**src/rtl/vtg_pkg.sv**
```systemverilog
package vtg_pkg;

   localparam int unsigned REG_AW = 4;
   localparam int unsigned REG_DW = 32;

   typedef enum logic [REG_AW-1:0] {
      RA_CTRL    = 4'd0,
      RA_HTIME   = 4'd1,
      RA_FRAME   = 4'd2,
      RA_VPULSE  = 4'd3,
      RA_DISP_H  = 4'd4,
      RA_DISP_VF = 4'd5,
      RA_DISP_VL = 4'd6,
      RA_ACT_H   = 4'd7,
      RA_ACT_VF  = 4'd8,
      RA_ACT_VL  = 4'd9,
      RA_BORDER  = 4'd10,
      RA_UFLOW   = 4'd11,
      RA_SKEW    = 4'd12,
      RA_POL     = 4'd13,
      RA_CLEAR   = 4'd14
   } vtg_reg_e;

   typedef struct packed {
      logic        run_req;
      logic [15:0] h_period;
      logic [15:0] h_pulse;
      logic [15:0] h_skew;
      logic [15:0] dh_first;
      logic [15:0] dh_last;
      logic        ah_en;
      logic [15:0] ah_first;
      logic [15:0] ah_last;
      logic [30:0] frame_len;
      logic [30:0] v_pulse;
      logic [30:0] dv_first;
      logic [30:0] dv_last;
      logic        av_en;
      logic [30:0] av_first;
      logic [30:0] av_last;
      logic [30:0] border_col;
      logic [30:0] uflow_col;
      logic        uf_recover;
      logic [2:0]  pol_inv;
   } vtg_cfg_t;

endpackage

```
**src/rtl/vtg_regs.sv**
```systemverilog
module vtg_regs
   import vtg_pkg::*;
(
   input  logic              clk,
   input  logic              rst_n,
   input  logic              wr_en,
   input  logic [REG_AW-1:0] wr_addr,
   input  logic [REG_DW-1:0] wr_data,
   output vtg_cfg_t          cfg,
   output logic              stat_clr
);

   vtg_cfg_t cfg_q;

   always_ff @(posedge clk) begin
      if (!rst_n) begin
         cfg_q <= '0;
      end else if (wr_en) begin
         unique case (wr_addr)
            RA_CTRL:    cfg_q.run_req <= wr_data[0];
            RA_HTIME: begin
               cfg_q.h_period <= wr_data[31:16];
               cfg_q.h_pulse  <= wr_data[15:0];
            end
            RA_FRAME:   cfg_q.frame_len <= wr_data[30:0];
            RA_VPULSE:  cfg_q.v_pulse   <= wr_data[30:0];
            RA_DISP_H: begin
               cfg_q.dh_last  <= wr_data[31:16];
               cfg_q.dh_first <= wr_data[15:0];
            end
            RA_DISP_VF: cfg_q.dv_first <= wr_data[30:0];
            RA_DISP_VL: cfg_q.dv_last  <= wr_data[30:0];
            RA_ACT_H: begin
               cfg_q.ah_en    <= wr_data[31];
               cfg_q.ah_last  <= {1'b0, wr_data[30:16]};
               cfg_q.ah_first <= wr_data[15:0];
            end
            RA_ACT_VF: begin
               cfg_q.av_en    <= wr_data[31];
               cfg_q.av_first <= wr_data[30:0];
            end
            RA_ACT_VL:  cfg_q.av_last    <= wr_data[30:0];
            RA_BORDER:  cfg_q.border_col <= wr_data[30:0];
            RA_UFLOW: begin
               cfg_q.uf_recover <= wr_data[31];
               cfg_q.uflow_col  <= wr_data[30:0];
            end
            RA_SKEW:    cfg_q.h_skew  <= wr_data[15:0];
            RA_POL:     cfg_q.pol_inv <= wr_data[2:0];
            default: ;
         endcase
      end
   end

   assign cfg      = cfg_q;
   assign stat_clr = wr_en && (wr_addr == RA_CLEAR);

endmodule

```
**src/rtl/vtg_counters.sv**
```systemverilog
module vtg_counters #(
   parameter int unsigned CNT_W = 24,
   parameter int unsigned H_W   = 16
) (
   input  logic             clk,
   input  logic             rst_n,
   input  logic             run_req,
   input  logic [CNT_W-1:0] frame_len,
   input  logic [H_W-1:0]   h_period,
   output logic             running,
   output logic [CNT_W-1:0] fpos,
   output logic [H_W-1:0]   hpos,
   output logic             frame_last
);

   localparam logic [CNT_W-1:0] F_ONE = CNT_W'(1);
   localparam logic [H_W-1:0]   H_ONE = H_W'(1);

   logic line_last;

   assign frame_last = running && (fpos == frame_len - F_ONE);
   assign line_last  = (hpos == h_period - H_ONE);

   always_ff @(posedge clk) begin
      if (!rst_n) begin
         running <= 1'b0;
         fpos    <= '0;
         hpos    <= '0;
      end else if (!running) begin
         fpos <= '0;
         hpos <= '0;
         if (run_req) running <= 1'b1;
      end else if (frame_last) begin
         fpos <= '0;
         hpos <= '0;
         if (!run_req) running <= 1'b0;
      end else begin
         fpos <= fpos + F_ONE;
         hpos <= line_last ? '0 : hpos + H_ONE;
      end
   end

endmodule

```
**src/rtl/vtg_span.sv**
```systemverilog
module vtg_span #(
   parameter int unsigned W = 16
) (
   input  logic [W-1:0] pos,
   input  logic [W-1:0] first,
   input  logic [W-1:0] last,
   output logic         hit
);

   assign hit = (pos >= first) && (pos <= last);

endmodule

```
**src/rtl/vtg_pixel.sv**
```systemverilog
module vtg_pixel #(
   parameter int unsigned PIX_W   = 24,
   parameter bit          OUT_REG = 1'b1
) (
   input  logic             clk,
   input  logic             rst_n,
   input  logic             running,
   input  logic             in_disp,
   input  logic             in_act,
   input  logic             hs_raw,
   input  logic             vs_raw,
   input  logic             frame_last,
   input  logic             recover,
   input  logic             stat_clr,
   input  logic [2:0]       pol_inv,
   input  logic [PIX_W-1:0] border_col,
   input  logic [PIX_W-1:0] uflow_col,
   input  logic             src_valid,
   input  logic [PIX_W-1:0] src_data,
   output logic             src_ready,
   output logic             hold_o,
   output logic             hs_o,
   output logic             vs_o,
   output logic             de_o,
   output logic             done_o,
   output logic [PIX_W-1:0] pix_o,
   output logic             uf_flag_o
);

   logic             hold_q;
   logic             sticky_q;
   logic             miss;
   logic [PIX_W-1:0] pix_d;
   logic             hs_d, vs_d, de_d, done_d;

   assign src_ready = running && in_act && !hold_q;
   assign miss      = src_ready && !src_valid;

   always_ff @(posedge clk) begin
      if (!rst_n)                     hold_q <= 1'b0;
      else if (!running || frame_last) hold_q <= 1'b0;
      else if (miss && recover)       hold_q <= 1'b1;
   end

   always_ff @(posedge clk) begin
      if (!rst_n)        sticky_q <= 1'b0;
      else if (miss)     sticky_q <= 1'b1;
      else if (stat_clr) sticky_q <= 1'b0;
   end

   always_comb begin
      if (!running || !in_disp)      pix_d = '0;
      else if (!in_act)              pix_d = border_col;
      else if (src_ready && src_valid) pix_d = src_data;
      else                           pix_d = uflow_col;
   end

   assign hs_d   = (running && hs_raw)  ^ pol_inv[0];
   assign vs_d   = (running && vs_raw)  ^ pol_inv[1];
   assign de_d   = (running && in_disp) ^ pol_inv[2];
   assign done_d = frame_last;

   generate
      if (OUT_REG) begin : g_out_reg
         always_ff @(posedge clk) begin
            if (!rst_n) begin
               hs_o   <= 1'b0;
               vs_o   <= 1'b0;
               de_o   <= 1'b0;
               done_o <= 1'b0;
               pix_o  <= '0;
            end else begin
               hs_o   <= hs_d;
               vs_o   <= vs_d;
               de_o   <= de_d;
               done_o <= done_d;
               pix_o  <= pix_d;
            end
         end
      end else begin : g_out_comb
         assign hs_o   = hs_d;
         assign vs_o   = vs_d;
         assign de_o   = de_d;
         assign done_o = done_d;
         assign pix_o  = pix_d;
      end
   endgenerate

   assign hold_o    = hold_q;
   assign uf_flag_o = sticky_q;

endmodule

```
**src/rtl/video_timing_gen.sv**
```systemverilog
module video_timing_gen
   import vtg_pkg::*;
#(
   parameter int unsigned PIX_W      = 24,
   parameter int unsigned CNT_W      = 24,
   parameter int unsigned H_W        = 16,
   parameter bit          HAS_SUBWIN = 1'b1,
   parameter bit          OUT_REG    = 1'b1
) (
   input  logic              clk,
   input  logic              rst_n,
   input  logic              cfg_we,
   input  logic [REG_AW-1:0] cfg_addr,
   input  logic [REG_DW-1:0] cfg_wdata,
   input  logic              pix_valid,
   input  logic [PIX_W-1:0]  pix_data,
   output logic              pix_ready,
   output logic              hsync_o,
   output logic              vsync_o,
   output logic              de_o,
   output logic [PIX_W-1:0]  pix_o,
   output logic              frame_done_o,
   output logic              underflow_o
);

   generate
      if (PIX_W < 1 || PIX_W > 31) begin : g_bad_pix
         $error("PIX_W must lie in 1..31");
      end
      if (CNT_W < 2 || CNT_W > 31) begin : g_bad_cnt
         $error("CNT_W must lie in 2..31");
      end
      if (H_W < 2 || H_W > 16) begin : g_bad_h
         $error("H_W must lie in 2..16");
      end
   endgenerate

   vtg_cfg_t cfg;
   logic     stat_clr;
   logic     unused_cfg;

   assign unused_cfg = ^cfg;

   vtg_regs u_regs (
      .clk      (clk),
      .rst_n    (rst_n),
      .wr_en    (cfg_we),
      .wr_addr  (cfg_addr),
      .wr_data  (cfg_wdata),
      .cfg      (cfg),
      .stat_clr (stat_clr)
   );

   logic             running;
   logic             frame_last;
   logic [CNT_W-1:0] fpos;
   logic [H_W-1:0]   hpos;
   logic [CNT_W-1:0] frame_len_w;
   logic             run_req;

   assign frame_len_w = cfg.frame_len[CNT_W-1:0];
   assign run_req     = cfg.run_req;

   vtg_counters #(.CNT_W(CNT_W), .H_W(H_W)) u_cnt (
      .clk        (clk),
      .rst_n      (rst_n),
      .run_req    (run_req),
      .frame_len  (frame_len_w),
      .h_period   (cfg.h_period[H_W-1:0]),
      .running    (running),
      .fpos       (fpos),
      .hpos       (hpos),
      .frame_last (frame_last)
   );

   // sync strobes
   logic [H_W-1:0] skew_w;
   logic [H_W:0]   hs_end;
   logic           hs_raw, vs_raw;

   assign skew_w = cfg.h_skew[H_W-1:0];
   assign hs_end = {1'b0, skew_w} + {1'b0, cfg.h_pulse[H_W-1:0]};
   assign hs_raw = (hpos >= skew_w) && ({1'b0, hpos} < hs_end);
   assign vs_raw = (fpos < cfg.v_pulse[CNT_W-1:0]);

   // display window
   logic dh_hit, dv_hit, in_disp, in_act;

   vtg_span #(.W(H_W)) u_disp_h (
      .pos (hpos),
      .first (cfg.dh_first[H_W-1:0]),
      .last  (cfg.dh_last[H_W-1:0]),
      .hit (dh_hit)
   );

   vtg_span #(.W(CNT_W)) u_disp_v (
      .pos (fpos),
      .first (cfg.dv_first[CNT_W-1:0]),
      .last  (cfg.dv_last[CNT_W-1:0]),
      .hit (dv_hit)
   );

   assign in_disp = dh_hit && dv_hit;

   generate
      if (HAS_SUBWIN) begin : g_subwin
         logic ah_hit, av_hit;

         vtg_span #(.W(H_W)) u_act_h (
            .pos (hpos),
            .first (cfg.ah_first[H_W-1:0]),
            .last  (cfg.ah_last[H_W-1:0]),
            .hit (ah_hit)
         );

         vtg_span #(.W(CNT_W)) u_act_v (
            .pos (fpos),
            .first (cfg.av_first[CNT_W-1:0]),
            .last  (cfg.av_last[CNT_W-1:0]),
            .hit (av_hit)
         );

         assign in_act = in_disp
                       && (cfg.ah_en ? ah_hit : 1'b1)
                       && (cfg.av_en ? av_hit : 1'b1);
      end else begin : g_no_subwin
         assign in_act = in_disp;
      end
   endgenerate

   logic           uf_hold;
   logic [2:0]     pol_w;

   assign pol_w = cfg.pol_inv;

   vtg_pixel #(.PIX_W(PIX_W), .OUT_REG(OUT_REG)) u_pix (
      .clk        (clk),
      .rst_n      (rst_n),
      .running    (running),
      .in_disp    (in_disp),
      .in_act     (in_act),
      .hs_raw     (hs_raw),
      .vs_raw     (vs_raw),
      .frame_last (frame_last),
      .recover    (cfg.uf_recover),
      .stat_clr   (stat_clr),
      .pol_inv    (pol_w),
      .border_col (cfg.border_col[PIX_W-1:0]),
      .uflow_col  (cfg.uflow_col[PIX_W-1:0]),
      .src_valid  (pix_valid),
      .src_data   (pix_data),
      .src_ready  (pix_ready),
      .hold_o     (uf_hold),
      .hs_o       (hsync_o),
      .vs_o       (vsync_o),
      .de_o       (de_o),
      .done_o     (frame_done_o),
      .pix_o      (pix_o),
      .uf_flag_o  (underflow_o)
   );

endmodule

```
**config.mk**
```make
export PLATFORM = sky130hd
export DESIGN_NAME = video_timing_gen
export DESIGN_NICKNAME = d
export VERILOG_FILES = /design/src/rtl/vtg_pkg.sv /design/src/rtl/vtg_regs.sv /design/src/rtl/vtg_counters.sv /design/src/rtl/vtg_span.sv /design/src/rtl/vtg_pixel.sv /design/src/rtl/video_timing_gen.sv
export SDC_FILE = /design/constraint.sdc
export NUM_CORES = 1
export LEC_CHECK = 0
export ABC_AREA = 1
export BUFFER_PORTS_ARGS = -buffer_cell sky130_fd_sc_hd__clkbuf_2
export CAP_MARGIN = 20
export CORE_MARGIN = 2
export CORE_UTILIZATION = 39
export CTS_BUF_LIST = sky130_fd_sc_hd__clkbuf_8
export DETAILED_ROUTE_END_ITERATION = 6
export PLACE_DENSITY = 0.66
export SETUP_SLACK_MARGIN = 0.02
export SLEW_MARGIN = 20
export SYNTH_ARGS = -nofsm -noshare
export SYNTH_HDL_FRONTEND = slang
export SYNTH_SLANG_ARGS = --single-unit
```
**constraint.sdc**
```tcl
create_clock -name clk -period 5.25 [get_ports clk]
set_input_delay 0 -clock clk [delete_from_list [all_inputs] [get_ports clk]]
set_output_delay 0 -clock clk [all_outputs]
set_load 0.05 [all_outputs]
```
==> metrics.cfg <==
[synth]
syn_avg_cell_area_um2=7.28
synth-main-ff-cell=dfxtp_1
synth_seq_cells=381
netlist_area_mm2=0.0213
yosysSeqAreaShare_pct=35.8
synth_edf_count=0
syn-num-nets=3229
async_reset_ff_share_pct=0
synth_cells=2931
ys_warn_count=0
synth.distinct_cells=46

[setup_path]
path_cells=ha_1 -> a21oi_1 -> o21ai_0 -> a21oi_1 -> nand3_1 -> a21oi_2 -> nand2_1 -> nor2_4 -> buf_4 -> nand2_1 -> inv_1 -> clkbuf_2
cp_max_fo=73
worst_path_max_delay_cell=buf_4
worstSetupPathType=reg2out
max_stage_delay_ns=0.59
startpoint_type=flop
crit_path_end_kind=output port
path_delay_family=buffers and inverters
path_buf_inv=3
worstPathRequired_ns=5.25
worstPathArrival_ns=4.02

[clocking]
ctsLongestPathBuffers=3
cts.sinks=381
cts.reportedPaths.clkPinSlew_ns=0.06
cts_tree=done
clockRootBuffer=clkbuf_8
post_cts_buffers=0
cts_resized=0
clk_latency_ns=0.68
cts-buffers-inserted=70
htree_levels=3

[routing]
wl_um=62300
drc_errors=0
wl_per_cell_um=16.4
first_pass_iters=6
drtIter0Drc=1269
ant_nets=0
vias_per_cell=5.02
via_count=19055

[sta]
min_period_ns=4.02
worstMarginPinSlew_ns=1.04
report.final.slew_viol_count=0
fmax_mhz=248
hold_viol=0
grt_setup_unrepaired=no
finalCritPeriodShare_pct=76.7
setup_violations=0
finClkSkew_ns=0.0470
tns_ns=0
relSlewSlack_pct=30.8

[global_routing]
grt_max_degree=134
grt_overflow_total=0
grtUsageTotal_pct=22.2
grt_pass1_vias=18013
grt_pass1_wl_um=99700
antenna_found_initial=2

[floorplanning]
initial_core_util_pct=39.6
die_y_um=238
num_io_pins=94
die_w_um=238
num_rows=85
core_mm2=0.0539
die_area_mm2=0.0566

[layout]
area_growth_pct=14.3
stdcell_area_mm2=0.0244
drive_gt1_share_pct=8.63
fin_nets=3347

[outcome]
status=finished, final reports clean

[placement]
gp_congestion=0.903
dp_hpwl_um=41600
portBuffers=93
placed_cell_area_mm2=0.0222

[power]
seqPwrFrac_pct=44.9
ir_drop_uv=214
p_sw_share_pct=28.6
power_frac_clock_pct=43.0
powerDensity_mw_per_mm2=272
p_switching_mw=1.89
p_int_mw=4.73
cellLeakagePower_nw=11.0
p_comb_share_pct=12.1

[run]
cap_violations=0

[worst_hold_path]
min_path_type=in2reg

==> metal layers <==
metal	up-vias	share of wire (%)	global-route usage [%]
met2	444	44	35.0
met3	125	5.5	3.20
met4	0	3.1	8.44
met5	-	0	0
met1	8657	47	30.6
li1	9829	-	-
==> placed cells by master (no fill, tap or decap), types with 3 or more instances in the layout <==
| cell | instances |
|---|---|
| o21ai_0 | 346 |
| ha_1 | 233 |
| nand4_1 | 55 |
| xor2_1 | 74 |
| nor3_2 | 5 |
| nand3_1 | 88 |
| nand3b_1 | 3 |
| dfxtp_1 | 381 |
| dlygate4sd3_1 | 73 |
| inv_6 | 3 |
| clkbuf_8 | 88 |
| o21bai_1 | 3 |
| clkbuf_2 | 92 |
| nor2_2 | 36 |
| a21oi_1 | 316 |
| nor2_1 | 414 |
| a21o_1 | 9 |
| o21a_1 | 9 |
| a31oi_1 | 5 |
| nand2_1 | 360 |
| buf_4 | 17 |
| clkinv_2 | 3 |
| inv_1 | 388 |
| xnor2_1 | 33 |
| nor3_1 | 24 |
==> layout make-up <==
cell class,count,area [um^2]
Antenna cell,2,5.00
Clock buffer,88,1210
Sequential cell,381,7630
Tap cell,696,871
Clock inverter,30,175
Multi-Input combinational cell,2040,11700
Timing Repair Buffer,184,1350
Fill cell,5381,29500
Inverter,372,1400
==> Yosys cell counts, types with 5 or more instances <==
cell type / n / area [um^2]
nand2_1: 360 / 1350
o21ai_0: 346 / 1730
xor2_1: 74 / 648
nor2_2: 35 / 219
buf_2: 7 / 35.0
inv_1: 369 / 1390
xnor2_1: 33 / 289
nor2_1: 416 / 1560
nand3_1: 88 / 440
a31oi_1: 5 / 31.3
a21o_1: 9 / 67.6
a21oi_1: 316 / 1580
ha_1: 233 / 2920
dfxtp_1: 381 / 7630
nor3_2: 5 / 50.1
clkbuf_1: 124 / 465
o21a_1: 9 / 67.6
nor3_1: 24 / 120
nand4_1: 55 / 344
==> metrics by stage <==
step | hold WS [ns] | power, mW | instances | utilization [%] | worst slack, ns
finish | 0.129 | 6.63 | 3793 | 45.2 | 1.23
global route | 0.182 | 6.92 | 3792 | 45.2 | 0.963
CTS | 0.0747 | 6.68 | 3791 | 45.2 | 1.17
detailed placement | 0.280 | 3.79 | 3600 | 41.3 | 1.70
global placement | 0.264 | 3.78 | 3600 | 41.3 | 1.78
floorplan | 0.135 | 3.57 | 2931 | - | 2.41
==> flip-flops by register name (all words and copies together), names as in the netlist <==
name and count:
u_cnt.fpos 24, u_cnt.running 1, u_pix.de_o 1, u_pix.vs_o 1
u_regs.cfg 310, u_pix.pix_o 24, u_pix.uf_flag_o 1, u_pix.hold_o 1
u_pix.done_o 1, u_cnt.hpos 16, u_pix.hs_o 1
==> cells by family after synthesis <==
| kind of cell | Yosys count | share of synthesized area (%) |
|---|---|---|
| xor gates and xnor gates | 107 | 4.39 |
| adders and majority gates | 234 | 13.8 |
| buffers and inverters | 510 | 9.26 |
| AOI/OAI and AO/OA | 697 | 16.8 |
| and+or+nand+nor | 1002 | 20.1 |
| DFF | 381 | 35.8 |
==> worst min-delay path: stages <==
cell	delay (ns)
clkbuf_2	0.37
nand4_1	0.22
nand3_1	0.07
nand2_1	0.05
inv_1	0.03
==> worst paths after layout <==
check,slack [ns],cells after the start,endpoint,from
max,1.23,12,pix_ready,u_cnt.fpos[19]
max reg2reg,1.69,13,u_pix.pix_o[16],u_cnt.fpos[19]
min,0.13,5,u_pix.pix_o[13],pix_valid
min reg2reg,0.45,2,u_regs.cfg[191],u_regs.cfg[191]
==> power by group through the flow <==
stage | sequential (mW) | clock (mW) | combinational (mW)
final | 2.97 | 2.85 | 0.802
after global routing | 2.98 | 3.04 | 0.905
after CTS | 2.97 | 2.92 | 0.796
after detailed placement | 3.03 | 0 | 0.752
after global placement | 3.03 | 0 | 0.747
after floorplan | 3.03 | 0 | 0.540
==> timing repair <==
action,CTS,global route
endpoints found under the hold margin,289,0
endpoints found under the setup margin,0,0
hold buffers,73,0
No activity file was read; power rests on OpenSTA's default activity.
